$ cat src/rtl/lsq_pkg.sv
package lsq_pkg;

  // Starting value forced by the initialize pulse
  typedef enum logic [1:0] {INIT_ZERO, INIT_ONE, INIT_P, INIT_Q} init_sel_e;

  // Literal that drives one terminal during the write pulse
  typedef enum logic [2:0] {LIT_LO, LIT_HI, LIT_P, LIT_Q, LIT_NP, LIT_NQ} lit_e;

  typedef enum logic [1:0] {PH_IDLE, PH_INIT, PH_WRITE, PH_READ} phase_e;

  typedef struct packed {
    init_sel_e init;
    lit_e      g;
    lit_e      t1;
    lit_e      t2;
  } recipe_t;

  // Recipe per truth-table code; every entry derived from the hold/set/clear rule
  function automatic recipe_t recipe_for(input logic [3:0] code);
    recipe_t r;
    unique case (code)
      4'h0: r = '{INIT_ZERO, LIT_LO, LIT_LO, LIT_LO};  // constant 0
      4'hF: r = '{INIT_ONE,  LIT_LO, LIT_LO, LIT_LO};  // constant 1
      4'hC: r = '{INIT_P,    LIT_LO, LIT_LO, LIT_LO};  // p
      4'hA: r = '{INIT_Q,    LIT_LO, LIT_LO, LIT_LO};  // q
      4'h3: r = '{INIT_ONE,  LIT_HI, LIT_LO, LIT_P };  // not p
      4'h5: r = '{INIT_ONE,  LIT_HI, LIT_LO, LIT_Q };  // not q
      4'h7: r = '{INIT_ONE,  LIT_P,  LIT_LO, LIT_Q };  // nand
      4'h8: r = '{INIT_ZERO, LIT_P,  LIT_Q,  LIT_LO};  // and
      4'hE: r = '{INIT_P,    LIT_HI, LIT_Q,  LIT_LO};  // or
      4'h1: r = '{INIT_ZERO, LIT_NP, LIT_NQ, LIT_LO};  // nor
      4'h6: r = '{INIT_P,    LIT_Q,  LIT_NP, LIT_P };  // xor
      4'h9: r = '{INIT_P,    LIT_NQ, LIT_NP, LIT_P };  // xnor
      4'hB: r = '{INIT_ONE,  LIT_P,  LIT_LO, LIT_NQ};  // p implies q
      4'hD: r = '{INIT_ONE,  LIT_Q,  LIT_LO, LIT_NP};  // q implies p
      4'h4: r = '{INIT_ZERO, LIT_P,  LIT_NQ, LIT_LO};  // p and not q
      default: r = '{INIT_ZERO, LIT_Q, LIT_NP, LIT_LO}; // 4'h2: q and not p
    endcase
    return r;
  endfunction

endpackage

$ cat src/rtl/lsq_recipe_decode.sv
module lsq_recipe_decode
  import lsq_pkg::*;
(
  input  logic [3:0] func_i,
  input  logic       p_i,
  input  logic       q_i,
  output logic       init_val_o,
  output logic [2:0] write_drv_o   // {G, T1, T2}
);
  localparam int N_TERM = 3;

  recipe_t rcp;
  lit_e    lits [N_TERM];

  always_comb begin
    rcp     = recipe_for(func_i);
    lits[2] = rcp.g;
    lits[1] = rcp.t1;
    lits[0] = rcp.t2;
  end

  always_comb begin
    unique case (rcp.init)
      INIT_ZERO: init_val_o = 1'b0;
      INIT_ONE:  init_val_o = 1'b1;
      INIT_P:    init_val_o = p_i;
      default:   init_val_o = q_i;
    endcase
  end

  genvar i;
  generate
    for (i = 0; i < N_TERM; i++) begin : g_term
      logic lvl;
      always_comb begin
        unique case (lits[i])
          LIT_HI:  lvl = 1'b1;
          LIT_P:   lvl = p_i;
          LIT_Q:   lvl = q_i;
          LIT_NP:  lvl = ~p_i;
          LIT_NQ:  lvl = ~q_i;
          default: lvl = 1'b0;
        endcase
      end
      assign write_drv_o[i] = lvl;
    end
  endgenerate

endmodule

$ cat src/rtl/lsq_phase_ctrl.sv
module lsq_phase_ctrl
  import lsq_pkg::*;
#(
  parameter int PULSE_CYC = 3
) (
  input  logic   clk,
  input  logic   rst_n,
  input  logic   start_i,
  output phase_e phase_o,
  output logic   accept_o
);
  localparam int              CNT_W    = (PULSE_CYC > 1) ? $clog2(PULSE_CYC) : 1;
  localparam logic [CNT_W-1:0] CNT_LAST = CNT_W'(PULSE_CYC - 1);

  phase_e           phase_q, phase_d;
  logic [CNT_W-1:0] cnt_q, cnt_d;

  assign accept_o = (phase_q == PH_IDLE) && start_i;
  assign phase_o  = phase_q;

  always_comb begin
    phase_d = phase_q;
    cnt_d   = cnt_q;
    unique case (phase_q)
      PH_IDLE: if (start_i) begin
        phase_d = PH_INIT;
        cnt_d   = '0;
      end
      PH_INIT: if (cnt_q == CNT_LAST) begin
        phase_d = PH_WRITE;
        cnt_d   = '0;
      end else begin
        cnt_d = cnt_q + 1'b1;
      end
      PH_WRITE: if (cnt_q == CNT_LAST) begin
        phase_d = PH_READ;
        cnt_d   = '0;
      end else begin
        cnt_d = cnt_q + 1'b1;
      end
      default: phase_d = PH_IDLE;
    endcase
  end

  always_ff @(posedge clk or negedge rst_n) begin
    if (!rst_n) begin
      phase_q <= PH_IDLE;
      cnt_q   <= '0;
    end else begin
      phase_q <= phase_d;
      cnt_q   <= cnt_d;
    end
  end

endmodule

$ cat src/rtl/lsq_cell.sv
module lsq_cell (
  input  logic clk,
  input  logic pulse_i,
  input  logic g_i,
  input  logic t1_i,
  input  logic t2_i,
  output logic bit_o
);
  // Nonvolatile storage: deliberately not cleared by reset
  logic bit_q, bit_d;

  always_comb begin
    bit_d = (bit_q & ~g_i) | (bit_q & g_i & t1_i) |
            (bit_q & g_i & ~t1_i & ~t2_i) | (~bit_q & g_i & t1_i & ~t2_i);
  end

  always_ff @(posedge clk) begin
    if (pulse_i) bit_q <= bit_d;
  end

  assign bit_o = bit_q;

endmodule

$ cat src/rtl/stateful_logic_seq.sv
module stateful_logic_seq
  import lsq_pkg::*;
#(
  parameter int PULSE_CYC = 3
) (
  input  logic       clk,
  input  logic       rst_n,
  input  logic       start_i,
  input  logic [3:0] func_i,
  input  logic       p_i,
  input  logic       q_i,
  output logic       ready_o,
  output logic       done_o,
  output logic       result_o,
  output logic       pulse_o,
  output logic       drv_g_o,
  output logic       drv_t1_o,
  output logic       drv_t2_o
);
  phase_e     phase;
  logic       accept;
  logic [3:0] func_q;
  logic       p_q, q_q;
  logic       init_val;
  logic [2:0] write_drv;
  logic [2:0] drv;
  logic       cell_bit;
  logic       result_q;
  logic       done_q;

  lsq_phase_ctrl #(.PULSE_CYC(PULSE_CYC)) u_ctrl (
    .clk      (clk),
    .rst_n    (rst_n),
    .start_i  (start_i),
    .phase_o  (phase),
    .accept_o (accept)
  );

  // Operand capture, clock-enabled by acceptance
  always_ff @(posedge clk) begin
    if (accept) begin
      func_q <= func_i;
      p_q    <= p_i;
      q_q    <= q_i;
    end
  end

  lsq_recipe_decode u_dec (
    .func_i      (func_q),
    .p_i         (p_q),
    .q_i         (q_q),
    .init_val_o  (init_val),
    .write_drv_o (write_drv)
  );

  always_comb begin
    unique case (phase)
      PH_INIT:  drv = init_val ? 3'b110 : 3'b101;
      PH_WRITE: drv = write_drv;
      PH_READ:  drv = 3'b100;
      default:  drv = 3'b000;
    endcase
  end

  assign pulse_o = (phase == PH_INIT) || (phase == PH_WRITE);

  lsq_cell u_cell (
    .clk     (clk),
    .pulse_i (pulse_o),
    .g_i     (drv[2]),
    .t1_i    (drv[1]),
    .t2_i    (drv[0]),
    .bit_o   (cell_bit)
  );

  // Result register keeps its value through reset
  always_ff @(posedge clk) begin
    if (phase == PH_READ) result_q <= cell_bit;
  end

  always_ff @(posedge clk or negedge rst_n) begin
    if (!rst_n) done_q <= 1'b0;
    else        done_q <= (phase == PH_READ);
  end

  assign ready_o  = (phase == PH_IDLE);
  assign done_o   = done_q;
  assign result_o = result_q;
  assign drv_g_o  = drv[2];
  assign drv_t1_o = drv[1];
  assign drv_t2_o = drv[0];

endmodule

$ cat config.mk
export PLATFORM = sky130hd
export DESIGN_NAME = stateful_logic_seq
export DESIGN_NICKNAME = d
export VERILOG_FILES = /design/src/rtl/lsq_pkg.sv /design/src/rtl/lsq_recipe_decode.sv /design/src/rtl/lsq_phase_ctrl.sv /design/src/rtl/lsq_cell.sv /design/src/rtl/stateful_logic_seq.sv
export SDC_FILE = /design/constraint.sdc
export NUM_CORES = 1
export LEC_CHECK = 0
export ABC_AREA = 1
export CORE_UTILIZATION = 58
export DETAILED_ROUTE_END_ITERATION = 16
export PLACE_DENSITY_LB_ADDON = 0.3
export SLEW_MARGIN = 20
export SYNTH_ARGS = -nofsm -noshare
export SYNTH_HDL_FRONTEND = slang
export SYNTH_HIERARCHICAL = 1
export SYNTH_SLANG_ARGS = --single-unit
$ cat constraint.sdc
create_clock -name clk -period 5.8 [get_ports clk]
set_input_delay 0.87 -clock clk [delete_from_list [all_inputs] [get_ports clk]]
set_output_delay 0.87 -clock clk [all_outputs]
set_load 0.03 [all_outputs]
==> flow_metrics.py, run 1 <==
metrics = {
    "run_status": {
        "status": "finished clean",
    },
    "clock_network": {
        "clk_latency_ns": 0.26,
        "cts_resized": 0,
        "cts_sinks": 13,
        "clkTransAtPathRegs_ns": 0.07,
        "postCtsHoldBufs": 0,
        "cts_buffers": 3,
        "cts_root_buffer": "clkbuf_4",
        "post_cts_buffers": 0,
        "cts_tree": "yes",
        "htreeDepth": 1,
        "clock_path_buffers": 2,
    },
    "yosys": {
        "syn_area_mm2": 0.00126,
        "syn-num-nets": 204,
        "postSynthAreaPerCell_um2": 7.08,
        "postSynthCellCount": 178,
        "synthArstFlopShare": 0.385,
        "synth-seq-cells": 13,
        "yosysWarnings": 6,
        "synthFlopType": "edfxtp_1",
        "ys_seq_area_frac": 0.290,
        "synth_cell_types": 22,
        "synth_enable_flop_cells": 8,
    },
    "timing": {
        "clock.fmax_mhz": 268,
        "holdWs_ns": 0.484,
        "final.setup.tns_ns": 0,
        "slew_violations": 0,
        "hold_violations": 0,
        "finClkSkew_ns": 0.00371,
        "period_minus_slack_ns": 3.73,
        "setup_ws_ns": 2.07,
        "setup_viol": 0,
        "fin_crit_sh": 0.643,
        "relSlewSlack": 0.738,
        "rsz0062_at_grt": "false",
        "worst_pin_slew_ns": 0.393,
    },
    "hold_path": {
        "min_path_type": "flop to flop",
    },
    "drt": {
        "wl_mm": 2.47,
        "drt_iter0_drc": 43,
        "first_pass_iters": 5,
        "wl_per_cell_um": 11.3,
        "ant_nets": 0,
        "via_count": 1147,
        "detail_route.vias_per_cell": 5.26,
        "drc": 0,
    },
    "setup_path": {
        "max_stage_delay_ns": 0.69,
        "critPathKind": "flop to output port",
        "crit_required_ns": 4.93,
        "cp-end-kind": "output port",
        "crit_chain": "inv_1 -> ha_1 -> inv_1 -> nand2_1 -> nand3_1 -> nand2_1 -> nor2_1 -> nand3_1 -> nand4_1 -> nand2_1 -> nand2_1 -> nand2_1 -> nand2_1 -> clkdlybuf4s50_1",
        "crit_path_top_delay_cell": "clkdlybuf4s50_1",
        "path_max_fanout": 6,
        "cp.arrival_ns": 2.86,
        "worst_setup_path_start_kind": "flop",
        "cp_common_cell": "nand2_1",
    },
    "placement": {
        "gp_congestion": 0.907,
        "dpl_cell_area_mm2": 0.00139,
        "pre_cts_slack_ns": 2.36,
        "dp_hpwl_mm": 2.03,
        "io_buffers": 15,
    },
    "global_route": {
        "met3_usage": 0.0346,
        "antenna_found_initial": 0,
        "top_usage_layer": "met2",
        "grt_pass1_vias": 1008,
        "grt_first_pass_wirelength_mm": 4.18,
        "overflow": 0,
        "gr-usage-met1": 0.259,
        "grt_use_met2": 0.426,
        "grt_max_degree": 12,
        "gr-usage-all-layers": 0.226,
    },
    "run": {
        "drv_cap": 0,
    },
    "pwr": {
        "power_mw": 0.648,
        "power_density_mw_per_mm2": 457,
        "power.leakage_nw": 0.726,
        "vdd_drop_max_v": 0.000409,
    },
    "floorplanning": {
        "coreArea_mm2": 0.00200,
        "fp-row-count": 16,
        "num_io_pins": 16,
        "die_area_mm2": 0.00236,
        "start_util": 0.629,
        "die_h_um": 48.6,
        "die_width_um": 48.6,
    },
    "layout": {
        "final_cell_mix": "nand2_1, inv_1, ha_1",
        "num_antenna_cells": 0,
        "final_common_cell": "nand2_1",
        "finalNetCount": 218,
        "syn_to_final_growth_pct": 12.5,
        "drive_above_1_share": 0.0838,
        "design_area_mm2": 0.00142,
    },
}
report_power, final:
group	internal (mW)	switching (mW)
sequential	0.138	0.0428
combinational	0.159	0.257
clock	0.0266	0.0248
synthesized netlist by cell type (2+ instances only):
library cell | count | share of area
o211ai_1 | 3 | 0.018
edfxtp_1 | 8 | 0.19
nand3_1 | 13 | 0.052
inv_1 | 27 | 0.080
dfrtp_1 | 5 | 0.099
inv_2 | 3 | 0.0089
o21ai_1 | 6 | 0.024
nand2_1 | 58 | 0.17
a21oi_1 | 3 | 0.012
nor2_1 | 10 | 0.030
buf_4 | 4 | 0.024
ha_1 | 17 | 0.17
buf_6 | 2 | 0.018
o21ai_0 | 4 | 0.016
nand2_2 | 6 | 0.030
nand2_4 | 3 | 0.027
flip-flops by register name, summed over array words and instances, names as in the netlist:
register	cells
u_ctrl/cnt_q	2
done_o	1
func_q	4
u_cell/bit_o	1
u_ctrl/phase_o	2
p_q	1
result_o	1
q_q	1
logic make-up (layout without fill, tap and decap cells):
| family | Yosys count | count (layout) | synth area share |
|---|---|---|---|
| simple gates | 93 | 93 | 0.325 |
| buf+inv | 36 | 49 | 0.131 |
| compound gates | 19 | 19 | 0.0854 |
| fa+ha+maj | 17 | 17 | 0.169 |
| flops | 13 | 13 | 0.290 |
per-layer routing:
metal  routed length (µm)  share of wire
met3                   97          0.039
met4                    9         0.0037
met5                    0              0
met1                 1050           0.43
met2                 1310           0.53
critical path, delay by kind of cell, from the launching register on:
| kind | cells | cell delay (ns) |
|---|---|---|
| simple gates | 10 | 0.85 |
| fa+ha+maj | 1 | 0.33 |
| buf+inv | 3 | 0.90 |
| flops | 1 | 0.50 |
path summary, 6_finish.rpt:
check	to	slack [ns]	from	depth (start not counted)
worst max register to register	u_cell/bit_o	3.49	func_q[0]	16
worst min register to register	result_o	0.48	u_cell/bit_o	0
worst min-delay path	result_o	0.48	u_cell/bit_o	0
min in group asynchronous	done_o	0.83	rst_n	1
worst max-delay path	drv_g_o	2.07	func_q[0]	14
max in group asynchronous	u_ctrl/cnt_q[1]	4.77	rst_n	1
metrics by stage:
stage | std cells | util
2_1_floorplan | 178 | -
3_3_place_gp | 214 | 0.695
3_5_place_dp | 214 | 0.695
4_1_cts | 218 | 0.708
5_1_grt | 218 | 0.708
6_report | 218 | 0.708
area by class of cell:
type	instances	area (µm²)
sequential	13	365
inverter	30	113
multi-input combinational	129	729
timing repair buffer	15	150
clock buffer	4	26.3
tap	27	33.8
fill	177	584
Note: power is estimated with default switching activity, not from simulation.
==> run 2: changes to the inputs <==
--- a/config.mk
+++ b/config.mk
@@ -6,7 +6,7 @@
 export NUM_CORES = 1
 export LEC_CHECK = 0
 export ABC_AREA = 1
-export CORE_UTILIZATION = 58
+export CORE_UTILIZATION = 54
 export DETAILED_ROUTE_END_ITERATION = 16
 export PLACE_DENSITY_LB_ADDON = 0.3
 export SLEW_MARGIN = 20
==> constraint.sdc (replaced) <==
create_clock -name clk -period 3.61 [get_ports clk]
set_input_delay 0.5415 -clock clk [delete_from_list [all_inputs] [get_ports clk]]
set_output_delay 0.5415 -clock clk [all_outputs]
set_load 0.03 [all_outputs]
==> run 2 against run 1 <==
- design area rose by 0.26%
- worst setup slack got worse by 1.8 ns
- clock power rose by 67%
- wire length decreased by 5.9%
- cell count grew 0.46%
- largest cell class unchanged
- largest power group unchanged
==> flow_metrics.py, run 2 (same netlist as run 1, synthesis figures left out) <==
metrics = {
    "run_status": {
        "status": "finished clean",
    },
    "timing": {
        "slew_violations": 0,
        "period_minus_slack_ns": 3.33,
        "clock.fmax_mhz": 301,
        "rsz0062_at_grt": "false",
        "worst_pin_slew_ns": 0.392,
        "holdWs_ns": 0.482,
        "relSlewSlack": 0.739,
        "hold_violations": 0,
        "finClkSkew_ns": 0.00736,
        "fin_crit_sh": 0.921,
        "setup_viol": 0,
        "final.setup.tns_ns": 0,
        "setup_ws_ns": 0.284,
    },
    "global_route": {
        "gr-usage-all-layers": 0.221,
        "grt_first_pass_wirelength_mm": 4.24,
        "grt_use_met2": 0.380,
        "grt_pass1_vias": 1015,
        "met3_usage": 0.0273,
        "grt_max_degree": 12,
        "gr-usage-met1": 0.274,
        "overflow": 0,
        "antenna_found_initial": 0,
        "top_usage_layer": "met2",
    },
    "placement": {
        "io_buffers": 15,
        "dp_hpwl_mm": 1.92,
        "dpl_cell_area_mm2": 0.00139,
        "pre_cts_slack_ns": 0.543,
        "gp_congestion": 0.915,
        "place_inst": 215,
    },
    "floorplanning": {
        "coreArea_mm2": 0.00221,
        "start_util": 0.570,
        "num_io_pins": 16,
        "fp-row-count": 17,
        "die_area_mm2": 0.00253,
        "die_width_um": 50.3,
        "die_h_um": 50.3,
    },
    "pwr": {
        "power_density_mw_per_mm2": 724,
        "power.leakage_nw": 0.743,
        "vdd_drop_max_v": 0.000485,
        "power_mw": 1.03,
    },
    "setup_path": {
        "crit_path_top_delay_cell": "clkdlybuf4s50_1",
        "cp_common_cell": "nand2_1",
        "crit_required_ns": 3.07,
        "cp.arrival_ns": 2.78,
        "critPathKind": "flop to output port",
        "cp-startpoint": "func_q[0]",
        "cp-end-kind": "output port",
        "worst_setup_path_start_kind": "flop",
        "crit_chain": "inv_1 -> ha_1 -> inv_1 -> nand2_1 -> nand3_1 -> nand2_1 -> nor2_1 -> nand3_1 -> nand4_1 -> nand2_1 -> nand2_1 -> nand2_1 -> nand2_1 -> clkdlybuf4s50_1",
        "max_stage_delay_ns": 0.68,
        "cp_top_family": "buffers and inverters",
        "path_max_fanout": 6,
        "cp.buffers_inverters": 3,
        "timing.rr.start": "func_q[0]",
    },
    "clock_network": {
        "cts_root_buffer": "clkbuf_4",
        "cts_sinks": 13,
        "cts_buffers": 3,
        "clock_path_buffers": 2,
        "clk_latency_ns": 0.27,
        "htreeDepth": 1,
        "clkTransAtPathRegs_ns": 0.08,
        "postCtsHoldBufs": 0,
        "cts_tree": "yes",
    },
    "run": {
        "drv_cap": 0,
    },
    "drt": {
        "drt_iter0_drc": 22,
        "first_pass_iters": 4,
        "via_count": 1109,
        "wl_mm": 2.32,
        "drc": 0,
        "detail_route.vias_per_cell": 5.06,
        "ant_nets": 0,
        "wl_per_cell_um": 10.6,
    },
    "layout": {
        "register_area_um2": 365,
        "drive_above_1_share": 0.0838,
        "finalNetCount": 218,
        "largest_register_ffs": 4,
        "design_area_mm2": 0.00142,
        "top_register": "func_q",
        "final_common_cell": "nand2_1",
        "syn_to_final_growth_pct": 12.8,
        "postLayoutCoreUtil": 0.643,
        "multi_input_area_um2": 729,
        "n_fill_cell": 201,
        "stdcell_count": 219,
        "final_cell_mix": "nand2_1, inv_1, ha_1",
        "num_antenna_cells": 0,
    },
    "hold_path": {
        "min_path_type": "input port to async pin",
    },
}
==> run 2: cell types whose count changed in the layout (fill, tap and decap cells not counted), sizes merged <==
cell	delta
dlymetal6s2s	+1
clkdlybuf4s50	-1
==> run 2: path summary, 6_finish.rpt <==
| check | end | slack, ns | cells past startpoint |
|---|---|---|---|
| setup / recovery | drv_g_o | 0.28 | 14 |
| hold / removal | done_o | 0.48 | 1 |
| setup reg to reg | u_cell/bit_o | 1.38 | 16 |
| hold reg to reg | result_o | 0.49 | 0 |
| max in group asynchronous | u_ctrl/phase_o[0] | 2.94 | 1 |
| min in group clk | result_o | 0.49 | 0 |
==> run 2: power breakdown <==
group          internal, mW  leakage (nW)  switching (mW)
Combinational         0.254         0.589           0.405
Sequential            0.222         0.139          0.0627
Clock                0.0428        0.0150          0.0428
Total                 0.519         0.743           0.511
==> run 2: worst register-to-register path: cells and delay by family, from the launching register on <==
family / cells / cell delay (ns)
simple gates: 13 / 0.96
flops: 1 / 0.50
fa+ha+maj: 1 / 0.33
buf+inv: 2 / 0.21
==> run 2: what timing repair did <==
item / in CTS / in global routing
buffers inserted: 0 / 0
gates resized for setup: 0 / 1
endpoints found under the setup margin: 0 / 1
==> run 2: per-layer routing <==
layer | vias to the layer above | share of wire
met2 | 28 | 0.49
met1 | 495 | 0.46
met4 | 0 | 0.017
met5 | - | 0
met3 | 6 | 0.033
li1 | 580 | -
==> run 2: final cells by class <==
class / count / share of cell area
multi-input combinational: 129 / 0.513
sequential: 13 / 0.257
timing repair buffer: 15 / 0.107
inverter: 30 / 0.0792
tap: 28 / 0.0246
clock buffer: 4 / 0.0185
==> run 3: changes to the inputs <==
--- a/config.mk
+++ b/config.mk
@@ -6,7 +6,7 @@
 export NUM_CORES = 1
 export LEC_CHECK = 0
 export ABC_AREA = 1
-export CORE_UTILIZATION = 54
+export CORE_UTILIZATION = 50
 export DETAILED_ROUTE_END_ITERATION = 16
 export PLACE_DENSITY_LB_ADDON = 0.3
 export SLEW_MARGIN = 20
==> run 3 against run 2 <==
- register-to-register slack barely moved
- design area fell by 0.18%
- hold slack improved by 0.0030 ns
- die area rose by 7.7%
- highest routed layer unchanged
- clock power barely moved
- combinational power rose by 0.9%
- non-clock buffer count did not move
- clock skew barely moved
- critical endpoint is now drv_t2_o
==> flow_metrics.py, run 3 (same netlist as run 1, synthesis figures left out) <==
metrics = {
    "run_status": {
        "status": "finished clean",
    },
    "timing": {
        "period_minus_slack_ns": 3.34,
        "rsz0062_at_grt": "false",
        "setup_ws_ns": 0.268,
        "final.setup.tns_ns": 0,
        "relSlewSlack": 0.742,
        "finClkSkew_ns": 0.00743,
        "clock.fmax_mhz": 299,
        "fin_crit_sh": 0.926,
        "hold_violations": 0,
        "setup_viol": 0,
        "slew_violations": 0,
        "worst_pin_slew_ns": 0.388,
    },
    "clock_network": {
        "cts_buffers": 3,
        "cts_root_buffer": "clkbuf_4",
        "htreeDepth": 1,
        "clkTransAtPathRegs_ns": 0.08,
        "clock_path_buffers": 2,
        "cts_tree": "yes",
        "clk_latency_ns": 0.27,
        "cts_resized": 0,
        "postCtsHoldBufs": 0,
        "cts_sinks": 13,
        "post_cts_buffers": 0,
    },
    "drt": {
        "met1_length_mm": 1.12,
        "drt_iter0_drc": 28,
        "top_layer_used": "met4",
        "detail_route.vias_per_cell": 5.12,
        "wl_met2_mm": 1.10,
        "first_pass_iters": 5,
        "dr_wl_met3_um": 84,
        "via_count": 1121,
        "drc": 0,
        "wl_mm": 2.33,
        "ant_nets": 0,
        "wl_per_cell_um": 10.7,
    },
    "setup_path": {
        "crit_required_ns": 3.07,
        "crit_path_top_delay_cell": "clkdlybuf4s50_1",
        "cp-startpoint": "func_q[0]",
        "critPathKind": "flop to output port",
        "timing.rr.start": "func_q[0]",
        "max_stage_delay_ns": 0.71,
        "worst_setup_path_start_kind": "flop",
        "r2r_slack_ns": 1.37,
        "rr_endpoint": "u_cell/bit_o",
        "crit_end": "drv_t2_o",
        "crit_chain": "inv_1 -> ha_1 -> inv_1 -> nand2_1 -> nand2_1 -> o22ai_1 -> nand2_1 -> nand2_1 -> nand2_1 -> inv_1 -> nand2_1 -> a21oi_1 -> clkdlybuf4s50_1",
        "cp-end-kind": "output port",
        "path_max_fanout": 6,
        "cp_common_cell": "nand2_1",
        "worstRegToRegCells": 18,
        "cp.arrival_ns": 2.80,
    },
    "layout": {
        "final_common_cell": "nand2_1",
        "top_register": "func_q",
        "syn_to_final_growth_pct": 12.6,
        "n_fill_cell": 209,
        "largest_register_ffs": 4,
        "num_antenna_cells": 0,
        "finalNetCount": 218,
        "design_area_mm2": 0.00142,
        "drive_above_1_share": 0.0838,
        "final_cell_mix": "nand2_1, inv_1, ha_1",
    },
    "global_route": {
        "antenna_found_initial": 0,
        "gr-usage-all-layers": 0.198,
        "overflow": 0,
        "grt_pass1_vias": 1017,
        "grt_max_degree": 12,
        "grt_first_pass_wirelength_mm": 4.03,
    },
    "pwr": {
        "power.leakage_nw": 0.726,
        "vdd_drop_max_v": 0.000568,
        "power_density_mw_per_mm2": 731,
    },
    "floorplanning": {
        "fp-row-count": 17,
        "coreArea_mm2": 0.00230,
        "die_h_um": 52.2,
        "num_io_pins": 16,
        "die_width_um": 52.2,
        "start_util": 0.548,
        "die_area_mm2": 0.00272,
    },
    "placement": {
        "gp_congestion": 0.879,
        "pre_cts_slack_ns": 0.573,
        "dpl_cell_area_mm2": 0.00139,
        "dp_hpwl_mm": 1.93,
        "io_buffers": 15,
    },
    "run": {
        "drv_cap": 0,
    },
    "hold_path": {
        "min_path_type": "input port to async pin",
    },
}
## run 3: cell types whose count changed in the layout (fill, tap and decap cells not counted), sizes merged
| cell | delta |
|---|---|
| clkdlybuf4s50 | +1 |
| dlymetal6s2s | -1 |
## run 3: layout make-up
class | instances | area, µm² | area share
Multi-Input combinational cell | 129 | 729 | 0.514
Clock buffer | 4 | 26.3 | 0.0185
Sequential cell | 13 | 365 | 0.257
Timing Repair Buffer | 15 | 150 | 0.106
Inverter | 30 | 113 | 0.0794
Tap cell | 28 | 35.0 | 0.0247
## run 3: worst max-delay path, delay by kind of cell (launching register included)
kind | cells | cell delay (ns)
DFF | 1 | 0.49
adders and majority gates | 1 | 0.32
buffers and inverters | 4 | 0.95
and+or+nand+nor | 6 | 0.41
AOI/OAI and AO/OA | 2 | 0.37
## run 3: worst min-delay path by stage
stage / slack (ns) / cells after the start / to / from
6_report: 0.48 / 1 / u_ctrl/phase_o[1] / rst_n
3_3_place_gp: 0.47 / 0 / result_o / u_cell/bit_o
2_1_floorplan: 0.25 / 0 / done_o / rst_n
4_1_cts: 0.48 / 1 / u_ctrl/phase_o[1] / rst_n
3_5_place_dp: 0.48 / 0 / result_o / u_cell/bit_o
5_1_grt: 0.49 / 1 / u_ctrl/phase_o[1] / rst_n
## run 3: metrics by stage
stage                     std cells  power [mW]  utilization  hold slack [ns]
after global placement          215       0.924        0.606            0.468
final                           219        1.04        0.618            0.485
after detailed placement        215       0.953        0.606            0.481
after global routing            219        1.14        0.618            0.487
after floorplan                 178       0.802            -            0.246
after CTS                       219        1.04        0.618            0.479
## run 3: per-layer routing
| metal | up-vias | track usage |
|---|---|---|
| li1 | 581 | - |
| met1 | 503 | 0.252 |
| met2 | 33 | 0.338 |
| met3 | 4 | 0.0261 |
| met4 | 0 | 0.0789 |
| met5 | - | 0 |
## run 3: report_power, final
| part | total (mW) | internal [mW] | switching [mW] |
|---|---|---|---|
| registers | 0.285 | 0.222 | 0.0638 |
| logic | 0.666 | 0.255 | 0.411 |
| clock network | 0.0854 | 0.0427 | 0.0427 |
